===== config.mk =====
export PLATFORM = sky130hd
export DESIGN_NAME = ipb_rx_reader
export DESIGN_NICKNAME = d
export VERILOG_FILES = /design/src/rtl/ipb_rx_pkg.sv /design/src/rtl/ipb_bus_cycle.sv /design/src/rtl/ipb_rx_seq.sv /design/src/rtl/ipb_rx_reader.sv
export SDC_FILE = /design/constraint.sdc
export NUM_CORES = 1
export LEC_CHECK = 0
export BUFFER_PORTS_ARGS = -buffer_cell sky130_fd_sc_hd__buf_2
export CAP_MARGIN = 5
export CORE_UTILIZATION = 56
export DETAILED_ROUTE_END_ITERATION = 8
export PLACE_DENSITY = 0.77
export SYNTH_ARGS = -nofsm -noshare
export SYNTH_HDL_FRONTEND = slang
export SYNTH_HIERARCHICAL = 1
export SYNTH_SLANG_ARGS = --single-unit

===== constraint.sdc =====
create_clock -name clk -period 2.3 [get_ports clk]
set_input_delay 0.575 -clock clk [delete_from_list [all_inputs] [get_ports clk]]
set_output_delay 0.575 -clock clk [all_outputs]
set_load 0.005 [all_outputs]

===== src/rtl/ipb_rx_pkg.sv =====
package ipb_rx_pkg;

  typedef enum logic [1:0] {
    BA_MODE    = 2'd0,
    BA_ADDR_HI = 2'd1,
    BA_ADDR_LO = 2'd2,
    BA_DATA    = 2'd3
  } bus_sel_e;

  localparam logic [7:0]  MODE_AUTOINC = 8'h02;
  localparam logic [15:0] REG_RX_SIZE  = 16'h0426;
  localparam logic [15:0] REG_RX_PTR   = 16'h0428;
  localparam logic [15:0] REG_SOCK_CMD = 16'h0401;
  localparam logic [7:0]  CMD_RECV     = 8'h40;

  typedef enum logic [3:0] {
    SQ_IDLE, SQ_RST, SQ_SETTLE, SQ_MODE, SQ_WAIT, SQ_SIZE,
    SQ_PTR, SQ_HDR, SQ_DATA, SQ_EMIT, SQ_WBP, SQ_CMD
  } seq_state_e;

  typedef struct packed {
    bus_sel_e   sel;
    logic       wr;
    logic [7:0] wdata;
  } bus_op_t;

endpackage


===== src/rtl/ipb_bus_cycle.sv =====
module ipb_bus_cycle
  import ipb_rx_pkg::*;
#(
  parameter int STROBE_CYCLES = 2
) (
  input  logic       clk,
  input  logic       rst,
  input  logic       req,
  input  bus_op_t    op,
  output logic       done,
  output logic [7:0] rdata,
  output logic [1:0] bus_addr,
  output logic [7:0] bus_data_o,
  output logic       bus_data_oe,
  input  logic [7:0] bus_data_i,
  output logic       bus_cs_n,
  output logic       bus_rd_n,
  output logic       bus_wr_n
);

  localparam int CW = $clog2(STROBE_CYCLES + 1);

  typedef enum logic [1:0] {E_IDLE, E_SETUP, E_STRB, E_HOLD} phase_e;

  phase_e        ph;
  logic [CW-1:0] cnt;
  logic          wr_q;

  always_ff @(posedge clk) begin
    if (rst) begin
      ph          <= E_IDLE;
      cnt         <= '0;
      wr_q        <= 1'b0;
      done        <= 1'b0;
      rdata       <= '0;
      bus_addr    <= '0;
      bus_data_o  <= '0;
      bus_data_oe <= 1'b0;
      bus_cs_n    <= 1'b1;
      bus_rd_n    <= 1'b1;
      bus_wr_n    <= 1'b1;
    end else begin
      done <= 1'b0;
      case (ph)
        E_IDLE: if (req) begin
          bus_addr    <= op.sel;
          bus_data_o  <= op.wdata;
          bus_data_oe <= op.wr;
          wr_q        <= op.wr;
          bus_cs_n    <= 1'b0;
          ph          <= E_SETUP;
        end
        E_SETUP: begin
          if (wr_q) bus_wr_n <= 1'b0;
          else      bus_rd_n <= 1'b0;
          cnt <= CW'(STROBE_CYCLES - 1);
          ph  <= E_STRB;
        end
        E_STRB: begin
          if (cnt == '0) begin
            bus_rd_n <= 1'b1;
            bus_wr_n <= 1'b1;
            rdata    <= bus_data_i;
            ph       <= E_HOLD;
          end else begin
            cnt <= cnt - 1'b1;
          end
        end
        default: begin
          bus_cs_n    <= 1'b1;
          bus_data_oe <= 1'b0;
          done        <= 1'b1;
          ph          <= E_IDLE;
        end
      endcase
    end
  end

endmodule


===== src/rtl/ipb_rx_seq.sv =====
module ipb_rx_seq
  import ipb_rx_pkg::*;
#(
  parameter int          RST_PULSE     = 4,
  parameter int          SETTLE_CYCLES = 24000,
  parameter logic [15:0] RX_BASE       = 16'h6000,
  parameter logic [15:0] RX_MASK       = 16'h1FFF
) (
  input  logic       clk,
  input  logic       rst,
  input  logic       init_req,
  input  logic       irq,
  output logic       req,
  output bus_op_t    op,
  input  logic       done,
  input  logic [7:0] rdata,
  output logic       ctrl_rst_n,
  output logic [7:0] rx_data,
  output logic       rx_valid,
  input  logic       rx_ready,
  output logic       rx_sof,
  output logic       rx_eof
);

  localparam int CNT_MAX = (RST_PULSE > SETTLE_CYCLES) ? RST_PULSE : SETTLE_CYCLES;
  localparam int CNT_W   = $clog2(CNT_MAX + 1);

  seq_state_e       st;
  logic [1:0]       sub;
  logic             pend;
  logic [CNT_W-1:0] cnt;
  logic [7:0]       word_lo;
  logic [15:0]      rp, flen, remaining;
  logic             first;

  logic [15:0] target, new_rp, frame_addr, rd16;
  logic [1:0]  last_sub;
  logic        is_op;

  assign new_rp     = rp + flen;
  assign frame_addr = RX_BASE + (rp & RX_MASK);
  assign rd16       = {word_lo, rdata};

  always_comb begin
    target   = '0;
    last_sub = 2'd3;
    is_op    = 1'b1;
    case (st)
      SQ_SIZE:          target = REG_RX_SIZE;
      SQ_PTR:           target = REG_RX_PTR;
      SQ_HDR:           target = frame_addr;
      SQ_WBP:           target = REG_RX_PTR;
      SQ_CMD:           begin target = REG_SOCK_CMD; last_sub = 2'd2; end
      SQ_MODE, SQ_DATA: last_sub = 2'd0;
      default:          is_op = 1'b0;
    endcase
    case (sub)
      2'd0:    begin op.sel = BA_ADDR_HI; op.wr = 1'b1; op.wdata = target[15:8]; end
      2'd1:    begin op.sel = BA_ADDR_LO; op.wr = 1'b1; op.wdata = target[7:0]; end
      default: begin
        op.sel   = BA_DATA;
        op.wr    = (st == SQ_WBP) || (st == SQ_CMD);
        op.wdata = (st == SQ_CMD) ? CMD_RECV : ((sub == 2'd2) ? new_rp[15:8] : new_rp[7:0]);
      end
    endcase
    if (st == SQ_MODE) begin
      op.sel = BA_MODE; op.wr = 1'b1; op.wdata = MODE_AUTOINC;
    end else if (st == SQ_DATA) begin
      op.sel = BA_DATA; op.wr = 1'b0; op.wdata = 8'h00;
    end
  end

  always_ff @(posedge clk) begin
    if (rst) begin
      st         <= SQ_IDLE;
      sub        <= '0;
      pend       <= 1'b0;
      req        <= 1'b0;
      cnt        <= '0;
      word_lo    <= '0;
      rp         <= '0;
      flen       <= '0;
      remaining  <= '0;
      first      <= 1'b0;
      ctrl_rst_n <= 1'b1;
      rx_data    <= '0;
      rx_valid   <= 1'b0;
      rx_sof     <= 1'b0;
      rx_eof     <= 1'b0;
    end else begin
      req <= 1'b0;
      if (is_op && !pend) begin
        req  <= 1'b1;
        pend <= 1'b1;
      end
      case (st)
        SQ_IDLE: if (init_req) begin
          ctrl_rst_n <= 1'b0;
          cnt        <= CNT_W'(RST_PULSE - 1);
          st         <= SQ_RST;
        end
        SQ_RST: begin
          if (cnt == '0) begin
            ctrl_rst_n <= 1'b1;
            cnt        <= CNT_W'(SETTLE_CYCLES - 1);
            st         <= SQ_SETTLE;
          end else cnt <= cnt - 1'b1;
        end
        SQ_SETTLE: begin
          if (cnt == '0) begin
            sub <= '0;
            st  <= SQ_MODE;
          end else cnt <= cnt - 1'b1;
        end
        SQ_WAIT: begin
          if (init_req) begin
            ctrl_rst_n <= 1'b0;
            cnt        <= CNT_W'(RST_PULSE - 1);
            st         <= SQ_RST;
          end else if (irq) begin
            sub <= '0;
            st  <= SQ_SIZE;
          end
        end
        SQ_EMIT: if (rx_ready) begin
          rx_valid <= 1'b0;
          rx_sof   <= 1'b0;
          rx_eof   <= 1'b0;
          sub      <= '0;
          st       <= rx_eof ? SQ_WBP : SQ_DATA;
        end
        default: ;
      endcase
      if (done && is_op) begin
        pend    <= 1'b0;
        word_lo <= rdata;
        if (sub != last_sub) begin
          sub <= sub + 2'd1;
        end else begin
          sub <= '0;
          case (st)
            SQ_SIZE: st <= (rd16 == 16'd0) ? SQ_WAIT : SQ_PTR;
            SQ_PTR:  begin rp <= rd16; st <= SQ_HDR; end
            SQ_HDR:  begin
              flen      <= rd16;
              remaining <= rd16 - 16'd2;
              first     <= 1'b1;
              st        <= (rd16 < 16'd3) ? SQ_WBP : SQ_DATA;
            end
            SQ_DATA: begin
              rx_data   <= rdata;
              rx_valid  <= 1'b1;
              rx_sof    <= first;
              rx_eof    <= (remaining == 16'd1);
              first     <= 1'b0;
              remaining <= remaining - 16'd1;
              st        <= SQ_EMIT;
            end
            SQ_WBP:  st <= SQ_CMD;
            default: st <= SQ_WAIT;
          endcase
        end
      end
    end
  end

endmodule


===== src/rtl/ipb_rx_reader.sv =====
module ipb_rx_reader
  import ipb_rx_pkg::*;
#(
  parameter int          STROBE_CYCLES = 2,
  parameter int          RST_PULSE     = 4,
  parameter int          SETTLE_CYCLES = 24000,
  parameter logic [15:0] RX_BASE       = 16'h6000,
  parameter logic [15:0] RX_MASK       = 16'h1FFF
) (
  input  logic       clk,
  input  logic       rst,
  input  logic       init_req,
  output logic       ctrl_rst_n,
  input  logic       ctrl_int_n,
  output logic [1:0] bus_addr,
  output logic [7:0] bus_data_o,
  output logic       bus_data_oe,
  input  logic [7:0] bus_data_i,
  output logic       bus_cs_n,
  output logic       bus_rd_n,
  output logic       bus_wr_n,
  output logic [7:0] rx_data,
  output logic       rx_valid,
  input  logic       rx_ready,
  output logic       rx_sof,
  output logic       rx_eof
);

  logic [1:0] irq_sync;
  logic       cyc_req, cyc_done;
  bus_op_t    cyc_op;
  logic [7:0] cyc_rdata;

  always_ff @(posedge clk) begin
    if (rst) irq_sync <= '0;
    else     irq_sync <= {irq_sync[0], ~ctrl_int_n};
  end

  ipb_rx_seq #(
    .RST_PULSE(RST_PULSE), .SETTLE_CYCLES(SETTLE_CYCLES),
    .RX_BASE(RX_BASE), .RX_MASK(RX_MASK)
  ) u_seq (
    .clk(clk), .rst(rst), .init_req(init_req), .irq(irq_sync[1]),
    .req(cyc_req), .op(cyc_op), .done(cyc_done), .rdata(cyc_rdata),
    .ctrl_rst_n(ctrl_rst_n), .rx_data(rx_data), .rx_valid(rx_valid),
    .rx_ready(rx_ready), .rx_sof(rx_sof), .rx_eof(rx_eof)
  );

  ipb_bus_cycle #(.STROBE_CYCLES(STROBE_CYCLES)) u_cyc (
    .clk(clk), .rst(rst), .req(cyc_req), .op(cyc_op), .done(cyc_done),
    .rdata(cyc_rdata), .bus_addr(bus_addr), .bus_data_o(bus_data_o),
    .bus_data_oe(bus_data_oe), .bus_data_i(bus_data_i), .bus_cs_n(bus_cs_n),
    .bus_rd_n(bus_rd_n), .bus_wr_n(bus_wr_n)
  );

endmodule


# After elaboration in Yosys (flattened, before gate mapping)
# Cells that the tools add are included.
[classes]
addsub = 7
bitwise = 3
n_reduce_logical = 36
n_eq_ne = 29
order_cmp = 1
muxes = 68
[op_table]
columns = ["op", "count"]
rows = [
  ["$pmux W16 S4", 1],
  ["$mux W15", 3],
  ["$pmux W15 S3", 1],
  ["$pmux W4 S5", 2],
  ["$mux W4", 8],
  ["$pmux W16 S2", 1],
  ["$mux W1", 25],
  ["$mux W2", 12],
  ["$reduce_and A3 Y1", 8],
  ["$mux W11", 2],
  ["$pmux W11 S2", 1],
  ["$add A15 B13 Y16 const A", 1],
  ["$add A16 B16 Y16", 1],
  ["$eq A16 B1 Y1 const B", 1],
  ["$eq A4 B3 Y1 const B", 4],
  ["$eq A4 B4 Y1 const B", 4],
  ["$logic_not A16 Y1", 1],
  ["$lt A16 B2 Y1 const B", 1],
  ["$mux W8", 2],
  ["$sub A16 B1 Y16 const B", 1],
  ["$sub A16 B2 Y16 const B", 1],
  ["$logic_not A15 Y1", 1],
  ["$sub A15 B1 Y15 const B", 1],
  ["$pmux W1 S2", 6],
  ["other kinds (27)", 55],
]
[totals]
regBits = 122
out_inout_bits = 26

# Logic depth before layout (Yosys ltp)
# Gate-level depths: netlist of the first run.
[logic_depth]
depth_word = 8
ltp_mapped = 11
mapped_depth_nobuf = 11

# By module
# The synthesis of the first run kept the hierarchy.
[by_module_without_submodules]
columns = ["mod", "area_per_inst_um2", "instances", "cells_each"]
rows = [
  ["ipb_rx_seq", 5859.4, 1, 741],
  ["ipb_bus_cycle", 1144.8, 1, 140],
  ["ipb_rx_reader", 50.0, 1, 4],
]

# Worst setup path before layout of the first run
# Ideal clock, no wire load.
[synth_path]
path_type = "register to register"
from = "reg u_seq.rp[0]"
to = "reg u_cyc.bus_data_o[6]"
path_buffers = 0
setup_slack_ns = 0.054
period_less_slack_ns = 2.246
stages_incl_launch_ff = 12
arrival_time_ns = 2.175
required_time_ns = 2.230
path_cell_list = "dfxtp_1 > ha_1 > inv_1 > fa_1 > nand2b_1 > a21oi_1 > o2111ai_1 > a31oi_1 > xnor2_1 > a221oi_1 > nand2_1 > a21oi_1"
[synth_lines]
columns = ["item", "line_no", "text"]
rows = [
  ["from (decl)", "ipb_rx_seq.sv:33", "logic [15:0] rp, flen, remaining;"],
  ["from (signal assigned)", "ipb_rx_seq.sv:81", "rp <= '0;"],
  ["from (signal assigned)", "ipb_rx_seq.sv:143", "SQ_PTR: begin rp <= rd16; st <= SQ_HDR; end"],
  ["to (signal assigned)", "ipb_bus_cycle.sv:47", "bus_data_o <= op.wdata;"],
  ["to (decl)", "ipb_bus_cycle.sv:13", "output logic [7:0] bus_data_o,"],
]

==> impl_metrics.env, run 1 <==
export IMPL_outcome="finished clean"
export IMPL_cts_inserted_buffers=17
export IMPL_firstDrtPassIters=6
export IMPL_coreArea_um2=12200
export IMPL_seqCellArea_um2=2450
export IMPL_grt_pass1_vias=6234
export IMPL_die_w_um=114
export IMPL_end_kind="flip-flop"
export IMPL_synth_compound_area_share_pct=21.9
export IMPL_cts_sinks=122
export IMPL_seq_area_frac_synth_pct=34.6
export IMPL_irDropWorstVdd_uv=526
export IMPL_finalCritPeriodShare_pct=96.6
export IMPL_syn_nets=928
export IMPL_cts_buffer_depth=2
export IMPL_grt_ovfl_total=0
export IMPL_fin_hold_ws_ps=303
export IMPL_netlist_area_um2=7050
export IMPL_cellLeakagePower_uw=0.00360
export IMPL_rsz0062_at_grt="true"
export IMPL_die_y_um=114
export IMPL_vias_per_cell=6.13
export IMPL_yosys_area_share_simple_pct=24.7
export IMPL_drt_total_wl_mm=19.7
export IMPL_drive_above_1_share_pct=18.8
export IMPL_cap_violations=0
export IMPL_yosysTopAreaCell="dfxtp_1"
export IMPL_tritoncts="done"
export IMPL_synth_ff_type="dfxtp_1"
export IMPL_dieArea_um2=13000
export IMPL_final_cells=1141
export IMPL_synth_area_leaders="dfxtp_1 (35%), a21oi_1 (6.3%), mux2i_1 (5.8%)"
export IMPL_worstMarginPinSlew_ps=522
export IMPL_start_util_pct=58.0
export IMPL_slowest_delay_ps=360
export IMPL_dp_cells=1105
export IMPL_ctsHoldBuffers=0
export IMPL_cp_required_ps=2650
export IMPL_grt_pass1_wl_mm=31.4
export IMPL_antenna_found_initial=0
export IMPL_wl_per_cell_um=17.3
export IMPL_fmax_ghz=0.450
export IMPL_crit_buf_inv=1
export IMPL_cp_top_family="compound AO/OA/AOI/OAI gates"
export IMPL_path_max_fanout=2
export IMPL_row_count=40
export IMPL_p_int_uw=4840
export IMPL_synth_edf_count=0
export IMPL_synth_area_mux_share_pct=5.98
export IMPL_grt_busiest_layer="met2"
export IMPL_clkLatencyLatePin_ps=420
export IMPL_met3_usage_pct=5.77
export IMPL_crit_type="reg2reg"
export IMPL_num_fill_cells=990
export IMPL_gr_usage_met1_pct=40.4
export IMPL_path_clk_slew_ps=60
export IMPL_postSynthCellCount=885
export IMPL_diodes=0
export IMPL_finalHoldViolations=0
export IMPL_hpwl_mm=13.9
export IMPL_powerDensity_nw_per_um2=840
export IMPL_switching_share_pct=32.6
export IMPL_gr_usage_all_layers_pct=30.9
export IMPL_synth_seq_cells=122
export IMPL_ios=39
export IMPL_avgSynthCellArea_um2=7.97
export IMPL_gp_congestion=0.977
export IMPL_met2_usage_pct=47.7
export IMPL_period_minus_slack_ps=2220
export IMPL_multi_input_area_um2=4440
export IMPL_final_nets=1003
export IMPL_vias=6992
export IMPL_drcViolationCount=0
export IMPL_drv_slew=0
export IMPL_arrival_ps=2580
export IMPL_area_growth_syn_to_layout_pct=21.2
export IMPL_relSlewSlack_pct=65.1
export IMPL_p_switching_uw=2340
export IMPL_async_reset_ff_share_pct=0
export IMPL_skew_ps=4.39
export IMPL_grt_max_degree=74
export IMPL_crit_path_top_delay_cell="dfxtp_2"
export IMPL_synth_top_cell_area_share_pct=34.6
export IMPL_min_delay_path_class="in2reg"
export IMPL_htree_levels=4
export IMPL_p_comb_share_pct=28.1
export IMPL_start_kind="flip-flop"
export IMPL_synth_warnings=6
export IMPL_seqPwrFrac_pct=34.3
export IMPL_synth_top_family_by_area="simple AND/OR/NAND/NOR gates"
export IMPL_io_buffers=38
export IMPL_clockPowerShare_pct=37.5
export IMPL_cts_root_buf="clkbuf_16"
export IMPL_synth_adder_area_share_pct=5.43
export IMPL_synthDistinctLibCells=76
export IMPL_setup_viol=0
export IMPL_first_iter_violations=671
export IMPL_synthXorXnorAreaFrac_pct=2.73
export IMPL_drtAntennaViolNets=0
export IMPL_crit_path_cell_trace="ha_4, inv_2, fa_2, nand2b_4, a21oi_4, o2111ai_4, a31oi_1, xnor2_1, a221oi_2, nand2_1, a21oi_1"
power groups by stage:
stage / Clock [uW] / Combinational, uW / Sequential, uW
after global routing: 2820 / 2210 / 2480
after detailed placement: 0 / 1900 / 2490
after CTS: 2730 / 1940 / 2450
final: 2700 / 2020 / 2470
after floorplan: 0 / 1400 / 2450
after global placement: 0 / 1870 / 2490
registers in the layout, summed over array words and instances (netlist names), 2 cells and up:
register and count:
u_cyc/bus_addr 2, u_seq/word_lo 8, u_cyc/bus_data_o 8, u_seq/flen 16, u_seq/sub 2, u_cyc/ph 2
u_seq/remaining 16, u_cyc/rdata 8, irq_sync 2, u_cyc/cnt 2, u_seq/st 4, u_seq/cnt 15
u_seq/rp 16, u_seq/rx_data 8
per-layer routing:
layer / wire length [um] / up-vias
li1: - / 3326
met1: 8750 / 3305
met2: 8940 / 283
met4: 843 / 0
met3: 1190 / 78
met5: 0 / -
logic make-up (layout without fill, tap and decap cells):
family | Yosys count | in the layout
muxes | 42 | 42
xor gates and xnor gates | 22 | 22
adders and majority gates | 30 | 30
DFF | 122 | 122
and+or+nand+nor | 349 | 349
buffers and inverters | 74 | 162
AOI/OAI and AO/OA | 246 | 246
worst reg2reg max path, stage by stage (launching register included):
cell	delay [ps]
dfxtp_2	360
ha_4	150
inv_2	40
fa_2	350
nand2b_4	160
a21oi_4	180
o2111ai_4	130
a31oi_1	230
xnor2_1	110
a221oi_2	230
nand2_1	80
a21oi_1	150
synth_stat cells, drive strengths merged, types with 5 or more instances:
| master | n |
|---|---|
| dfxtp | 122 |
| nor2 | 104 |
| nand2 | 99 |
| a21oi | 89 |
| o21ai | 56 |
| mux2i | 41 |
| clkbuf | 33 |
| ha | 29 |
| nor3 | 27 |
| inv | 24 |
| nand2b | 24 |
| nand3 | 18 |
| buf | 17 |
| nor2b | 15 |
| a211oi | 13 |
| a31oi | 13 |
| nor4 | 11 |
| xnor2 | 11 |
| xor2 | 11 |
| and2 | 10 |
| a21o | 9 |
| o211ai | 9 |
| nand4 | 8 |
| o22ai | 5 |
| o31ai | 5 |
| o32ai | 5 |
worst paths after layout:
path	cells past startpoint	endpoint	slack [ps]	start
setup / recovery	11	u_cyc/bus_data_o[6]$_SDFFE_PP0P_	80	u_seq/rp[0]$_SDFFE_PP0P_
hold / removal	2	irq_sync[0]$_SDFF_PP0_	300	ctrl_int_n
setup reg to reg	11	u_cyc/bus_data_o[6]$_SDFFE_PP0P_	80	u_seq/rp[0]$_SDFFE_PP0P_
hold reg to reg	1	u_seq/req$_SDFF_PP0_	430	u_seq/pend$_SDFFE_PP0P_
cell type report:
cell class,instances,area share (%)
Clock buffer,22,5.66
Clock inverter,10,1.35
Inverter,24,1.05
Tap cell,168,2.46
Timing Repair Buffer,106,8.85
Sequential cell,122,28.7
Multi-Input combinational cell,689,52.0
layout by cell type, fill, tap and decap left out, types with 11 or more instances in the layout:
cell         n
dfxtp_1    116
nor2_1     103
nand2_1     98
a21oi_1     84
buf_4       64
o21ai_0     48
mux2i_1     41
buf_2       37
ha_1        27
nor3_1      25
inv_1       23
nand2b_1    22
nand3_1     18
clkbuf_16   17
nor2b_1     13
a31oi_1     13
a211oi_1    11
xor2_1      11
xnor2_1     11
through the flow:
| stage | utilization (%) | setup slack [ps] | setup TNS (ps) | area, um^2 | total power [uW] |
|---|---|---|---|---|---|
| after floorplan | - | 54.5 | 0 | 7050 | 3850 |
| after global placement | 63.7 | 40.2 | 0 | 7750 | 4370 |
| after detailed placement | 63.7 | -52.9 | -105 | 7750 | 4390 |
| after CTS | 68.9 | 6.30 | 0 | 8380 | 7120 |
| after global routing | 70.3 | -59.9 | -115 | 8550 | 7510 |
| final | 70.3 | 78.0 | 0 | 8550 | 7190 |
timing repair:
item,in CTS,in global routing
pin swaps,2,19
gates resized for setup,5,36
endpoints found under the setup margin,5,56
setup buffers,0,4
(Power assumes the default switching activity.)
==> run 2: changes to the inputs <==
REMOVE_ABC_BUFFERS = 1   (was default)
==> impl_metrics.env, run 2 (same netlist as run 1, synthesis figures left out) <==
export IMPL_drt_total_wl_mm=19.6
export IMPL_largest_registers="u_seq/flen x16, u_seq/remaining x16, u_seq/rp x16"
export IMPL_design_area_um2=8610
export IMPL_skew_ps=8.79
export IMPL_cellLeakagePower_uw=0.00369
export IMPL_path_max_fanout=16
export IMPL_cts_root_buf="clkbuf_16"
export IMPL_finalHoldViolations=0
export IMPL_cp_required_ps=2610
export IMPL_die_w_um=114
export IMPL_diodes=0
export IMPL_dieArea_um2=13000
export IMPL_crit_type="reg2reg"
export IMPL_period_minus_slack_ps=2310
export IMPL_clkLatencyLatePin_ps=430
export IMPL_first_iter_violations=442
export IMPL_setup_viol=1
export IMPL_rr_startpoint="u_seq/st[0]$_SDFF_PP0_"
export IMPL_area_growth_syn_to_layout_pct=22.1
export IMPL_final_nets=1019
export IMPL_relSlewSlack_pct=48.6
export IMPL_antenna_found_initial=0
export IMPL_tritoncts="done"
export IMPL_io_buffers=38
export IMPL_grt_ovfl_total=0
export IMPL_powerDensity_nw_per_um2=833
export IMPL_cts_buffer_depth=2
export IMPL_start_util_pct=58.0
export IMPL_startpoint="u_seq/st[0]$_SDFF_PP0_"
export IMPL_gp_congestion=0.974
export IMPL_vias_per_cell=5.95
export IMPL_path_clk_slew_ps=60
export IMPL_start_kind="flip-flop"
export IMPL_mostFrequentLayoutCell="dfxtp_1"
export IMPL_min_delay_path_class="in2reg"
export IMPL_coreArea_um2=12200
export IMPL_grt_pass1_wl_mm=31.3
export IMPL_cap_violations=0
export IMPL_violations="setup timing"
export IMPL_cts_sinks=122
export IMPL_grt_max_degree=36
export IMPL_num_fill_cells=982
export IMPL_grt_pass1_vias=6370
export IMPL_ios=39
export IMPL_final_cell_mix="dfxtp_1 (119), nor2_1 (104), nand2_1 (98), a21oi_1 (88), buf_4 (80)"
export IMPL_ctsHoldBuffers=0
export IMPL_place_area_um2=7910
export IMPL_drtAntennaViolNets=0
export IMPL_row_count=40
export IMPL_htree_levels=4
export IMPL_worstMarginPinSlew_ps=765
export IMPL_hpwl_mm=14.0
export IMPL_finalCritPeriodShare_pct=101
export IMPL_die_y_um=114
export IMPL_end_kind="flip-flop"
export IMPL_rsz0062_at_grt="true"
export IMPL_drive_above_1_share_pct=18.8
export IMPL_arrival_ps=2620
export IMPL_drcViolationCount=0
export IMPL_firstDrtPassIters=6
export IMPL_cts_inserted_buffers=17
export IMPL_fin_hold_ws_ps=297
export IMPL_setup_slack_ps=-14.2
export IMPL_drv_slew=0
export IMPL_outcome="finished, violations left"
export IMPL_hold_start="ctrl_int_n"
export IMPL_fmax_ghz=0.432
export IMPL_irDropWorstVdd_uv=569
export IMPL_vias=6886
export IMPL_wl_per_cell_um=16.9
export IMPL_gr_usage_all_layers_pct=31.1
## run 2: cell count changes in the layout (fill, tap and decap cells not counted), sizes merged
| cell | previous run | this run |
|---|---|---|
| inv | 25 | 28 |
| clkinv | 4 | 2 |
| buf | 106 | 122 |
| clkbuf | 22 | 20 |
| bufinv | 2 | 3 |
## run 2: final timing paths
check | to | slack, ps | cells past startpoint
max reg2reg | u_seq/rp[12]$_SDFFE_PP0P_ | -10 | 8
max | u_seq/rp[12]$_SDFFE_PP0P_ | -10 | 8
min reg2reg | u_seq/req$_SDFF_PP0_ | 430 | 1
min | irq_sync[0]$_SDFF_PP0_ | 300 | 2
## run 2: critical path: stages, from the launching register on
cell       delay, ps
dfxtp_1          410
buf_4            220
or3_1            160
o2111ai_1        310
buf_4            270
nor4_4           260
buf_12           220
mux2i_1          260
nor2_1            80
## run 2: area by class of cell
type / count / area, um^2 / area share, %
clock buffer: 20 / 457 / 5.30
sequential: 122 / 2450 / 28.4
multi-input combinational: 689 / 4360 / 50.6
inverter: 24 / 90.1 / 1.05
clock inverter: 12 / 161 / 1.87
tap: 168 / 210 / 2.44
timing repair buffer: 122 / 886 / 10.3
## run 2: metrics by stage
step           setup WS, ps  std cells  power (uW)  utilization, %  setup TNS [ps]
2_1_floorplan          -586        835        3760               -          -30980
3_3_place_gp           40.2       1125        4290            65.1               0
3_5_place_dp           1.25       1125        4330            65.1               0
4_1_cts                2.48       1157        7140            70.2               0
5_1_grt                -111       1157        7500            70.8           -1330
6_report              -14.2       1157        7170            70.8           -14.2
## run 2: repair_timing
item,CTS,global route
pin swaps,0,3
resized for setup,2,17
buffers inserted,0,0
cloned,0,0
endpoints found under the setup margin,4,51
## run 2: per-layer routing
| metal | wire length, um | track usage (%) | up-vias |
|---|---|---|---|
| li1 | - | - | 3362 |
| met1 | 8560 | 38.1 | 3241 |
| met2 | 9350 | 52.2 | 236 |
| met3 | 1050 | 6.35 | 47 |
| met4 | 594 | 14.9 | 0 |
| met5 | 0 | 0 | - |
## run 2: power by group
part	leakage, uW	internal (uW)	switching [uW]
clock	0.000294	1770	1020
sequential	0.000987	2280	178
combinational	0.00241	793	1120
